$ cat config.mk
export PLATFORM = sky130hd
export DESIGN_NAME = cfgx_bridge
export DESIGN_NICKNAME = d
export VERILOG_FILES = /design/src/rtl/cfgx_pkg.sv /design/src/rtl/cfgx_index_reg.sv /design/src/rtl/cfgx_xlate.sv /design/src/rtl/cfgx_lane.sv /design/src/rtl/cfgx_bridge.sv
export SDC_FILE = /design/constraint.sdc
export NUM_CORES = 1
export LEC_CHECK = 0
export BUFFER_PORTS_ARGS = -buffer_cell sky130_fd_sc_hd__buf_2
export CORE_ASPECT_RATIO = 0.9
export CORE_MARGIN = 2
export CORE_UTILIZATION = 54
export CTS_CLUSTER_DIAMETER = 100
export DETAILED_ROUTE_END_ITERATION = 10
export PLACE_DENSITY = 0.86
export SLEW_MARGIN = 20
export SYNTH_ARGS = -nofsm -noshare
export SYNTH_HDL_FRONTEND = slang
export SYNTH_HIERARCHICAL = 1
export SYNTH_SLANG_ARGS = --single-unit
$ cat constraint.sdc
create_clock -name clk -period 2.9 [get_ports clk]
set_clock_uncertainty 0.05 [all_clocks]
set_input_delay 0.435 -clock clk [delete_from_list [all_inputs] [get_ports clk]]
set_output_delay 0.435 -clock clk [all_outputs]
set_load 0.02 [all_outputs]
$ cat src/rtl/cfgx_pkg.sv
package cfgx_pkg;
  localparam int CFG_W   = 32;
  localparam int LANES   = CFG_W / 8;
  localparam int DEV_LO  = 11;
  localparam int DEV_W   = 5;
  localparam int LEN_W   = 3;

  typedef enum logic [1:0] {
    XS_BYTE = 2'd0,
    XS_HALF = 2'd1,
    XS_WORD = 2'd2
  } xsize_e;

  typedef enum logic [1:0] {
    ST_IDLE  = 2'd0,
    ST_ISSUE = 2'd1,
    ST_WAIT  = 2'd2,
    ST_DONE  = 2'd3
  } cfgx_state_e;

  typedef struct packed {
    logic             wr;
    logic [CFG_W-1:0] addr;
    logic [LEN_W-1:0] len;
    logic [CFG_W-1:0] wdata;
  } dn_req_t;
endpackage

$ cat src/rtl/cfgx_index_reg.sv
module cfgx_index_reg
  import cfgx_pkg::*;
(
  input  logic             clk,
  input  logic             rst_n,
  input  logic             wr_en,
  input  logic [LANES-1:0] be,
  input  logic [CFG_W-1:0] wdata,
  output logic [CFG_W-1:0] idx
);
  always_ff @(posedge clk or negedge rst_n) begin
    if (!rst_n) begin
      idx <= '0;
    end else if (wr_en) begin
      for (int b = 0; b < LANES; b++) begin
        if (be[b]) idx[8*b +: 8] <= wdata[8*b +: 8];
      end
    end
  end
endmodule

$ cat src/rtl/cfgx_xlate.sv
module cfgx_xlate
  import cfgx_pkg::*;
(
  input  logic [CFG_W-1:0] idx,
  input  logic [2:0]       off,
  output logic [CFG_W-1:0] addr
);
  localparam int HI_W = CFG_W - DEV_LO;

  logic [DEV_W-1:0] dev;
  logic             found;

  // Scan from the top down so that the lowest set bit is the one that sticks.
  always_comb begin
    dev   = '1;
    found = 1'b0;
    for (int i = CFG_W - 1; i >= DEV_LO; i--) begin
      if (idx[i]) begin
        dev   = DEV_W'(i);
        found = 1'b1;
      end
    end
  end

  always_comb begin
    if (idx[CFG_W-1]) begin
      addr = idx | {{(CFG_W-2){1'b0}}, off[1:0]};
    end else if (idx[0]) begin
      addr = {idx[CFG_W-1:3], off};
    end else begin
      addr = {found ? {{(HI_W-DEV_W){1'b0}}, dev} : {HI_W{1'b1}},
              idx[DEV_LO-1:3], off};
    end
  end
endmodule

$ cat src/rtl/cfgx_lane.sv
module cfgx_lane
  import cfgx_pkg::*;
(
  input  xsize_e           size,
  input  logic [1:0]       off,
  input  logic [CFG_W-1:0] host_wdata,
  input  logic [CFG_W-1:0] rsp_data,
  output logic [LANES-1:0] be,
  output logic [LEN_W-1:0] len,
  output logic [CFG_W-1:0] wr_right,
  output logic [CFG_W-1:0] rd_placed
);
  logic [LANES-1:0] lane_mask;
  logic [CFG_W-1:0] bit_mask;
  logic [4:0]       shamt;

  always_comb begin
    unique case (size)
      XS_BYTE: begin lane_mask = 4'b0001; len = 3'd1; end
      XS_HALF: begin lane_mask = 4'b0011; len = 3'd2; end
      default: begin lane_mask = 4'b1111; len = 3'd4; end
    endcase
  end

  for (genvar b = 0; b < LANES; b++) begin : g_mask
    assign bit_mask[8*b +: 8] = {8{lane_mask[b]}};
  end

  assign shamt     = {off, 3'b000};
  assign be        = lane_mask << off;
  assign wr_right  = (host_wdata >> shamt) & bit_mask;
  assign rd_placed = (rsp_data & bit_mask) << shamt;
endmodule

$ cat src/rtl/cfgx_bridge.sv
module cfgx_bridge
  import cfgx_pkg::*;
#(
  parameter int WIN_W = 12
) (
  input  logic             clk,
  input  logic             rst_n,
  input  logic             up_valid,
  output logic             up_ready,
  input  logic             up_write,
  input  logic [WIN_W:0]   up_addr,
  input  logic [1:0]       up_size,
  input  logic [CFG_W-1:0] up_wdata,
  output logic [CFG_W-1:0] up_rdata,
  output logic             dn_valid,
  input  logic             dn_ready,
  output logic             dn_write,
  output logic [CFG_W-1:0] dn_addr,
  output logic [LEN_W-1:0] dn_len,
  output logic [CFG_W-1:0] dn_wdata,
  input  logic             dn_rvalid,
  input  logic [CFG_W-1:0] dn_rdata
);
  cfgx_state_e      st;
  dn_req_t          req_q;
  logic [CFG_W-1:0] rdata_q;
  logic [CFG_W-1:0] idx;
  logic [CFG_W-1:0] xaddr;
  logic [LANES-1:0] be;
  logic [LEN_W-1:0] len;
  logic [CFG_W-1:0] wr_right;
  logic [CFG_W-1:0] rd_placed;
  logic             is_data;
  logic [2:0]       off;
  logic             idx_wr;
  logic             unused_hi;

  assign is_data   = up_addr[WIN_W];
  assign off       = up_addr[2:0];
  assign unused_hi = ^up_addr[WIN_W-1:3];
  assign idx_wr    = (st == ST_IDLE) && up_valid && !is_data && up_write;

  cfgx_index_reg u_idx (
    .clk   (clk),
    .rst_n (rst_n),
    .wr_en (idx_wr),
    .be    (be),
    .wdata (up_wdata),
    .idx   (idx)
  );

  cfgx_xlate u_xlate (
    .idx  (idx),
    .off  (off),
    .addr (xaddr)
  );

  cfgx_lane u_lane (
    .size       (xsize_e'(up_size)),
    .off        (off[1:0]),
    .host_wdata (up_wdata),
    .rsp_data   (dn_rdata),
    .be         (be),
    .len        (len),
    .wr_right   (wr_right),
    .rd_placed  (rd_placed)
  );

  always_ff @(posedge clk or negedge rst_n) begin
    if (!rst_n) begin
      st      <= ST_IDLE;
      req_q   <= '0;
      rdata_q <= '0;
    end else begin
      unique case (st)
        ST_IDLE: begin
          if (up_valid && is_data) begin
            req_q.wr    <= up_write;
            req_q.addr  <= xaddr;
            req_q.len   <= len;
            req_q.wdata <= wr_right;
            st          <= ST_ISSUE;
          end
        end
        ST_ISSUE: begin
          if (dn_ready) st <= req_q.wr ? ST_DONE : ST_WAIT;
        end
        ST_WAIT: begin
          if (dn_rvalid) begin
            rdata_q <= rd_placed;
            st      <= ST_DONE;
          end
        end
        default: st <= ST_IDLE;
      endcase
    end
  end

  assign up_ready = ((st == ST_IDLE) && up_valid && !is_data) || (st == ST_DONE);
  assign up_rdata = (st == ST_DONE) ? rdata_q : idx;
  assign dn_valid = (st == ST_ISSUE);
  assign dn_write = req_q.wr;
  assign dn_addr  = req_q.addr;
  assign dn_len   = req_q.len;
  assign dn_wdata = req_q.wdata;

  AST_DN_HOLD: assert property (@(posedge clk) disable iff (!rst_n)
    (dn_valid && !dn_ready) |=> (dn_valid && $stable(dn_addr) && $stable(dn_len)));

  AST_RD_AFTER_RSP: assert property (@(posedge clk) disable iff (!rst_n)
    (up_ready && up_valid && is_data && !up_write) |-> $past(dn_rvalid));

  AST_SLOT_HIT: assert property (@(posedge clk) disable iff (!rst_n)
    (dn_valid && !idx[31] && !idx[0] && (|idx[31:11]))
      |-> (idx[dn_addr[15:11]] && dn_addr[31:16] == '0 && dn_addr[15:11] >= 5'd11));

  AST_NO_SLOT: assert property (@(posedge clk) disable iff (!rst_n)
    (dn_valid && !idx[31] && !idx[0] && !(|idx[31:11])) |-> (&dn_addr[31:11]));

  AST_RST_QUIET: assert property (@(posedge clk) disable iff (!rst_n)
    $rose(rst_n) |-> !dn_valid);
endmodule

Word level (Yosys, flattened, before mapping) --
Cells that the tools add are included.
Operators by class: eq/ne operators 7, shifts and indexed selects 3, multiplexer cells 52, bitwise operators 3, reductions and logical operators 15
Operator list (number):
- two-way mux 32 bit | 3
- bitwise AND 32 bit | 2
- two-way mux 4 bit | 8
- bitwise OR 32 x 2 -> 32 bit | 1
- << shifter 32 x 5 -> 32 bit | 1
- right shift 32 x 5 -> 32 bit | 1
- two-way mux 5 bit | 5
- two-way mux 1 bit | 23
- two-way mux 21 bit | 1
- two-way mux 3 bit | 4
- AND reduction 2 bit | 6
- two-way mux 2 bit | 5
- case mux 4 bit (2 select lines) | 1
- case mux 2 bit (3 select lines) | 1
- case mux 3 bit (2 select lines) | 1
- equality test 2 x 1 -> 1 bit (second input constant) | 2
- equality test 2 bit (second input constant) | 2
- logical AND 1 bit | 4
- logical NOT 2 bit | 2
- inequality test 2 bit (second input constant) | 2
- << shifter 4 x 2 -> 4 bit | 1
- AND reduction 3 bit | 1
- inequality test 2 x 1 -> 1 bit (second input constant) | 1
- logical NOT 1 bit | 1
- logical OR 1 bit | 1
Word-level totals: register bits 134, bits of input ports 85, output and inout bits 102

Longest topological paths before layout --
Gate-level depths: netlist (run 1).
word-level depth 24, gate-level depth with buffers 7, depth with buffers taken out 6

Hierarchy --
The synthesis (run 1) kept the hierarchy.
By module, submodules not included:
- cfgx_bridge | times used 1, cells each 267, area an instance 4344.2 µm², sequential area each 2552.4 µm²
- cfgx_lane | times used 1, cells each 178, area an instance 1196.1 µm², sequential area each 0.0 µm²
- cfgx_index_reg | times used 1, cells each 68, area an instance 1186.1 µm², sequential area each 800.8 µm²
- cfgx_xlate | times used 1, cells each 79, area an instance 518.0 µm², sequential area each 0.0 µm²

Worst setup path after synthesis (run 1) --
OpenSTA, ideal clock, no wires.
path kind reg-to-reg, start register u_idx.idx[27], end register req_q (netlist bit dn_addr[21]), arrival time 2.132 ns, path slack 0.653 ns, stages on the path, launching flop included 7, path buffers 1, path through dfrtp_1 -> or4_1 -> or4_4 -> nor4_4 -> buf_6 -> a21o_1 -> mux2_2
Between the ends: longest elaborated chain between the ends 20
Ends and longest elaborated chain:
- start: declaration | line cfgx_index_reg.sv:9 | output logic [CFG_W-1:0] idx
- start signal: indexed assignment | line cfgx_index_reg.sv:16 | if (be[b]) idx[8*b +: 8] <= wdata[8*b +: 8];
- two-way mux 1 bit (17 in series) | line cfgx_xlate.sv:18 | if (idx[i]) begin
- two-way mux 21 bit | line cfgx_xlate.sv:31 | addr = {found ? {{(HI_W-DEV_W){1'b0}}, dev} : {HI_W{1'b1}},
- two-way mux 32 bit | line cfgx_xlate.sv:28 | end else if (idx[0]) begin
- two-way mux 32 bit | line cfgx_xlate.sv:26 | if (idx[CFG_W-1]) begin
- named net xaddr[21] | line cfgx_bridge.sv:28 | logic [CFG_W-1:0] xaddr;
- end: declaration | line cfgx_bridge.sv:25 | dn_req_t req_q;
The timed path passes the listed nets, and every way through them passes these cells. A chain may end at the register's enable or synchronous reset.

Final worst setup path (run 1) --
start register u_idx.idx[27], end register req_q (netlist bit dn_addr[29])
The elaborated chain is that of the path after synthesis.

==> reports/metrics.cfg, run 1 <==
[setup_path]
crit_path_end_kind=register
worst_path_max_delay_cell=or4_1
slowest_delay_ns=0.58
path_cells=or4_1, or4_4, nor4_4, buf_4, a21o_1, mux2_2
cp.arrival_ns=2.90
crit_buf_inv=1
critPathKind=register to register
path_max_fanout=10
cp.required_ns=3.20
r2r_slack_ns=0.30
crit_family=simple AND/OR/NAND/NOR gates
critPathLaunchType=register

[yosys]
synth_area_sq_um=7244
avgSynthCellArea_sq_um=12.24
async_flop_share_pct=100.0
yosysSeqAreaShare_pct=46.29
yosys_warnings=6
synth-simple-area-share_pct=9.741
synth_ff_type=dfrtp_1
synth_compound_area_share_pct=8.290
synth-xor-area-share_pct=0
syn-num-nets=681
synth_enable_flop_cells=0
ys_ff_latch=134
muxShareOfSynthArea_pct=30.31
synth_fa_ha_area_share_pct=0.6908
synth.distinct_cells=53
synth_top_family_by_area=multiplexers
synthCells=592

[finish]
drive_gt1_share_pct=53.41
fin_util_pct=66.73
n_antenna_cell=0
layout.cells.non_filler=945
fin_nets=853
area_delta_synth_final_pct=21.71
fillers=988
postLayoutCellArea_sq_um=8817

[clocking]
cts_setup_buffers=0
clock_latency_ns=0.42
numClockSinks=134
postCtsHoldBufs=1
clk_pin_slew_ns=0.06
cts.root.buffer_cell=clkbuf_16
cts_tree=yes
cts_buffer_depth=2
ctsResizeCount=0
htreeDepth=4
cts_made_buffers=17

[power_and_ir_drop]
p_leak_nw=4.639
ir_worst_vdd_mv=0.9847
power_mw=9.810
powerDensity_nw_per_um2=1113

[sta]
finalSetupViolCount=0
fin_setup_tns_ns=0
tightest_slew_ns=0.6503
hold_viol=0
max_freq_mhz=385.0
min_period_ns=2.597
relSlewSlack_pct=56.65
holdWs_ns=0.2230
grt_setup_unrepaired=no
drv_slew=0
worst_slack_ns=0.3027
post-route-period-util_pct=89.56

[floorplanning]
die_y_microns=113.9
die_x_microns=126.1
design.core.area_sq_um=13210
rows=40
die-area_sq_um=14360
initial_core_util_pct=54.83
ios=187

[detailed_routing]
drt-initial-drc-count=640
num_vias=5703
routed_wl_microns=21560
drc=0
wl_per_cell_microns=22.82
drt-pass1-iter-count=6
ant_nets=0
vias_per_cell=6.035

[outcome]
status=completed

[global_route]
grt_pass1_vias=5795
antenna_found_initial=0
grt_usage_pct=30.44
grt_pass1_wl_microns=33100
grt_max_degree=51
grt_overflow=0

[placement]
dp_hpwl_microns=15950
io_buffers=177
dpl_worst_slack_ns=0.3756
dp.cells=912
place_area_sq_um=8213
gp_congestion=0.9311

[run]
drv_cap=0

[worst_hold_path]
hp-class=primary input to register

## sequential cells by signal (all words and copies together) (netlist names)
name and count:
u_idx/idx 32, dn_write 1, dn_len 3, st 2, dn_addr 32, dn_wdata 32, rdata_q 32
## path summary, 6_finish.rpt
| check | startpoint | end | depth (start not counted) |
|---|---|---|---|
| min | up_wdata[6] | u_idx/idx[6]$_DFFE_PN0P_ | 2 |
| min reg2reg | rdata_q[31]$_DFFE_PN0P_ | rdata_q[31]$_DFFE_PN0P_ | 1 |
| max | u_idx/idx[27]$_DFFE_PN0P_ | dn_addr[29]$_DFFE_PN0P_ | 6 |
| max reg2reg | u_idx/idx[27]$_DFFE_PN0P_ | dn_addr[29]$_DFFE_PN0P_ | 6 |
| min in group asynchronous | rst_n | dn_addr[10]$_DFFE_PN0P_ | 2 |
| max in group asynchronous | rst_n | u_idx/idx[14]$_DFFE_PN0P_ | 3 |
## cell usage in the layout (no fill, tap or decap), types with 2 or more instances in the layout
master,n
bufinv_16,2
nand2b_1,4
and2b_1,5
and2_1,8
nor2b_1,14
nand2_1,15
clkbuf_8,3
nand2_2,4
o22ai_1,8
clkinvlp_4,3
nor2_1,32
clkinv_4,2
clkinv_2,3
mux2_2,146
inv_1,7
buf_12,2
and3_1,14
o21ai_0,5
buf_2,176
and3_4,2
nor4_1,4
mux2_4,20
a211oi_1,9
a21o_1,18
mux2i_1,24
dfrtp_1,134
ha_1,4
or2_1,2
a21oi_1,20
a22oi_1,9
o21bai_1,2
a221o_1,8
nor3_1,2
clkbuf_16,17
or2_2,8
buf_4,18
## area by class of cell
type	instances	area, sq um	share of cell area, %
Clock inverter	11	123.9	1.405
Clock buffer	21	470.5	5.336
Inverter	9	33.78	0.3831
Tap cell	168	210.2	2.384
Multi-Input combinational cell	405	3560	40.37
Sequential cell	134	3353	38.03
Timing Repair Buffer	197	1066	12.09
## power by group
group          leakage (nW)  switching [mW]  internal, mW
Combinational          2.63            2.31          1.92
Sequential             1.73           0.753          2.68
Clock                 0.285           0.817          1.33
Total                  4.64            3.88          5.93
## cells in the mapped netlist, drive strengths merged, types with 8 or more instances
library cell,count,area share [%]
a211oi,9,0.93
a21o,18,1.9
a21oi,20,1.4
a221o,8,1.1
a22oi,9,0.93
and2,8,0.69
and3,16,1.5
buf,39,3.9
dfrtp,134,46
inv,8,0.41
mux2,167,27
mux2i,24,3.3
nand2,19,1.1
nor2,34,1.9
nor2b,14,1.2
o22ai,8,0.69
or2,11,0.95
## metal layers
| layer | wire [microns] | part of all wire [%] | up-vias | GRT usage, % |
|---|---|---|---|---|
| met1 | 9144 | 42 | 2824 | 41.42 |
| met3 | 2074 | 9.6 | 59 | 9.428 |
| met2 | 9548 | 44 | 343 | 44.98 |
| met5 | 0 | 0 | - | 0 |
| li1 | - | - | 2477 | - |
| met4 | 793 | 3.7 | 0 | 13.92 |
## worst register-to-register path, cell delays in order, from the launching register on
cell and delay (ns):
dfrtp_1 0.48, or4_1 0.58, or4_4 0.45, nor4_4 0.45, buf_4 0.25, a21o_1 0.11, mux2_2 0.16
## cell families (layout without fill, tap and decap cells)
kind of cell             Yosys count  count (layout)
adder cells (fa/ha/maj)            4               4
flip-flops                       134             134
multiplexers                     191             191
buffers and inverters             53             238
AO/OA/AOI/OAI                     86              86
AND/OR/NAND/NOR                  124             124
Power figures use the tool's default switching activity.
==> run 2: changes to the inputs <==
--- a/config.mk
+++ b/config.mk
@@ -8,10 +8,10 @@
 export BUFFER_PORTS_ARGS = -buffer_cell sky130_fd_sc_hd__buf_2
 export CORE_ASPECT_RATIO = 0.9
 export CORE_MARGIN = 2
-export CORE_UTILIZATION = 54
+export CORE_UTILIZATION = 50
 export CTS_CLUSTER_DIAMETER = 100
 export DETAILED_ROUTE_END_ITERATION = 10
-export PLACE_DENSITY = 0.86
+export PLACE_DENSITY = 0.81
 export SLEW_MARGIN = 20
 export SYNTH_ARGS = -nofsm -noshare
 export SYNTH_HDL_FRONTEND = slang
==> reports/metrics.cfg, run 2 (synthesized netlist as in run 1, its figures left out) <==
[outcome]
status=completed

[sta]
min_period_ns=2.519  ; -0.07868 ns
worst_slack_ns=0.3814  ; +0.07868 ns
max_freq_mhz=397.1  ; +3.1%
grt_setup_unrepaired=no
relSlewSlack_pct=29.69  ; -27 points
finalSetupViolCount=0  ; unchanged
fin_setup_tns_ns=0  ; unchanged
post-route-period-util_pct=86.85  ; -2.7 points
tightest_slew_ns=1.051  ; +0.4004 ns
drv_slew=0  ; unchanged
hold_viol=0  ; unchanged

[floorplanning]
die-area_sq_um=15470  ; +7.7%
rows=41  ; +2.5%
initial_core_util_pct=51.35  ; -3.5 points
ios=187  ; unchanged
design.core.area_sq_um=14110  ; +6.8%
die_x_microns=130.9  ; +3.8%
die_y_microns=118.2  ; +3.8%

[clocking]
htreeDepth=4  ; unchanged
numClockSinks=134  ; unchanged
cts.root.buffer_cell=clkbuf_16
clk_pin_slew_ns=0.06  ; about the same
cts_made_buffers=17  ; unchanged
cts_buffer_depth=2  ; unchanged
postCtsHoldBufs=0  ; -1
clock_latency_ns=0.42  ; about the same
ctsResizeCount=0  ; unchanged
cts_setup_buffers=0  ; unchanged
cts_tree=yes

[finish]
layout.cells.non_filler=957  ; +1.3%
n_antenna_cell=0  ; unchanged
final_common_cell=buf_2
fin_nets=843  ; -1.2%
area_delta_synth_final_pct=20.71
drive_gt1_share_pct=52.23  ; -1.2 points
final_cell_mix=buf_2 (176), mux2_2 (146), dfrtp_1 (134)
fin_util_pct=61.99  ; -4.7 points

[setup_path]
r2r_end=dn_addr[31]$_DFFE_PN0P_
cp.arrival_ns=2.03  ; -0.87 ns
crit_path_end_kind=primary output
critPathKind=register to primary output
path_max_fanout=32  ; +22
reg2regPathDepth=6  ; unchanged
worst_path_max_delay_cell=mux2_2
r2r_slack_ns=0.52  ; +0.22 ns
cp.required_ns=2.41  ; -0.79 ns
path_cells=ha_1, buf_4, mux2_2, buf_2
slowest_delay_ns=0.43  ; -0.15 ns
critPathLaunchType=register
r2r-start=u_idx/idx[27]$_DFFE_PN0P_

[global_route]
grt_usage_pct=27.69  ; -2.8 points
grt_overflow=0  ; unchanged
grt_pass1_wl_microns=32350  ; -2.3%
antenna_found_initial=0  ; unchanged
grt_pass1_vias=5738  ; -0.98%
grt_max_degree=135  ; +160%

[detailed_routing]
ant_nets=0  ; unchanged
drt-initial-drc-count=513  ; -20%
wl_per_cell_microns=21.99  ; -3.6%
drc=0  ; unchanged
routed_wl_microns=21050  ; -2.4%
num_vias=5572  ; -2.3%
vias_per_cell=5.822  ; -3.5%
drt-pass1-iter-count=5  ; -1

[placement]
dp.cells=928  ; +1.8%
dpl_worst_slack_ns=0.5628  ; +0.1872 ns
gp_congestion=0.8965  ; -3.7%
dp_hpwl_microns=15170  ; -4.9%
io_buffers=177  ; unchanged

[power_and_ir_drop]
powerDensity_nw_per_um2=1110  ; -0.26%
p_leak_nw=4.583  ; -1.2%
power_mw=9.704  ; -1.1%
ir_worst_vdd_mv=0.7462  ; -24%

[run]
drv_cap=0  ; unchanged

[worst_hold_path]
hp-class=primary input to async pin

## run 2: worst max-delay path, delay by kind of cell (launching register included)
| kind | cells | cell delay (ns) |
|---|---|---|
| DFF | 1 | 0.40 |
| muxes | 1 | 0.43 |
| buffers and inverters | 2 | 0.57 |
| adders and majority gates | 1 | 0.21 |
## run 2: final cells by class
class | instances | area [sq um]
Clock buffer | 25 | 485.5
Clock inverter | 4 | 95.09
Timing Repair Buffer | 187 | 975.9
Fill cell | 1138 | 5363
Tap cell | 193 | 241.5
Sequential cell | 134 | 3353
Multi-Input combinational cell | 405 | 3560
Inverter | 9 | 33.78
## run 2: worst max-delay path by stage
stage                                    from                      end  slack, ns  depth (start not counted)
floorplan           u_idx/idx[27]$_DFFE_PN0P_  dn_addr[21]$_DFFE_PN0P_       0.65                          6
detailed placement  u_idx/idx[26]$_DFFE_PN0P_  dn_addr[31]$_DFFE_PN0P_       0.56                          6
global placement    u_idx/idx[27]$_DFFE_PN0P_  dn_addr[31]$_DFFE_PN0P_       0.62                          6
finish                      st[0]$_DFFE_PN0P_             up_rdata[17]       0.38                          4
global route                st[0]$_DFFE_PN0P_             up_rdata[17]       0.32                          4
CTS                         st[0]$_DFFE_PN0P_             up_rdata[17]       0.37                          4
## run 2: power breakdown
group / leakage (nW) / switching [mW] / internal [mW]
clock: 0.283 / 0.754 / 1.40
combinational: 2.57 / 2.21 / 1.88
sequential: 1.73 / 0.773 / 2.68
total: 4.58 / 3.74 / 5.96
## run 2: per-layer routing
metal | wire, microns | GRT usage, % | up-vias
li1 | - | - | 2453
met1 | 8947 | 38.68 | 2810
met2 | 9887 | 42.38 | 273
met3 | 1826 | 7.153 | 36
met4 | 385 | 8.511 | 0
met5 | 0 | 0 | -
## run 2: stage by stage
| stage | hold slack, ns | instance area (sq um) |
|---|---|---|
| final | 0.07215 | 8745 |
| after CTS | 0.1177 | 8745 |
| after floorplan | 0.08941 | 7244 |
| after global routing | 0.1366 | 8745 |
| after global placement | 0.4322 | 8164 |
| after detailed placement | 0.4399 | 8164 |
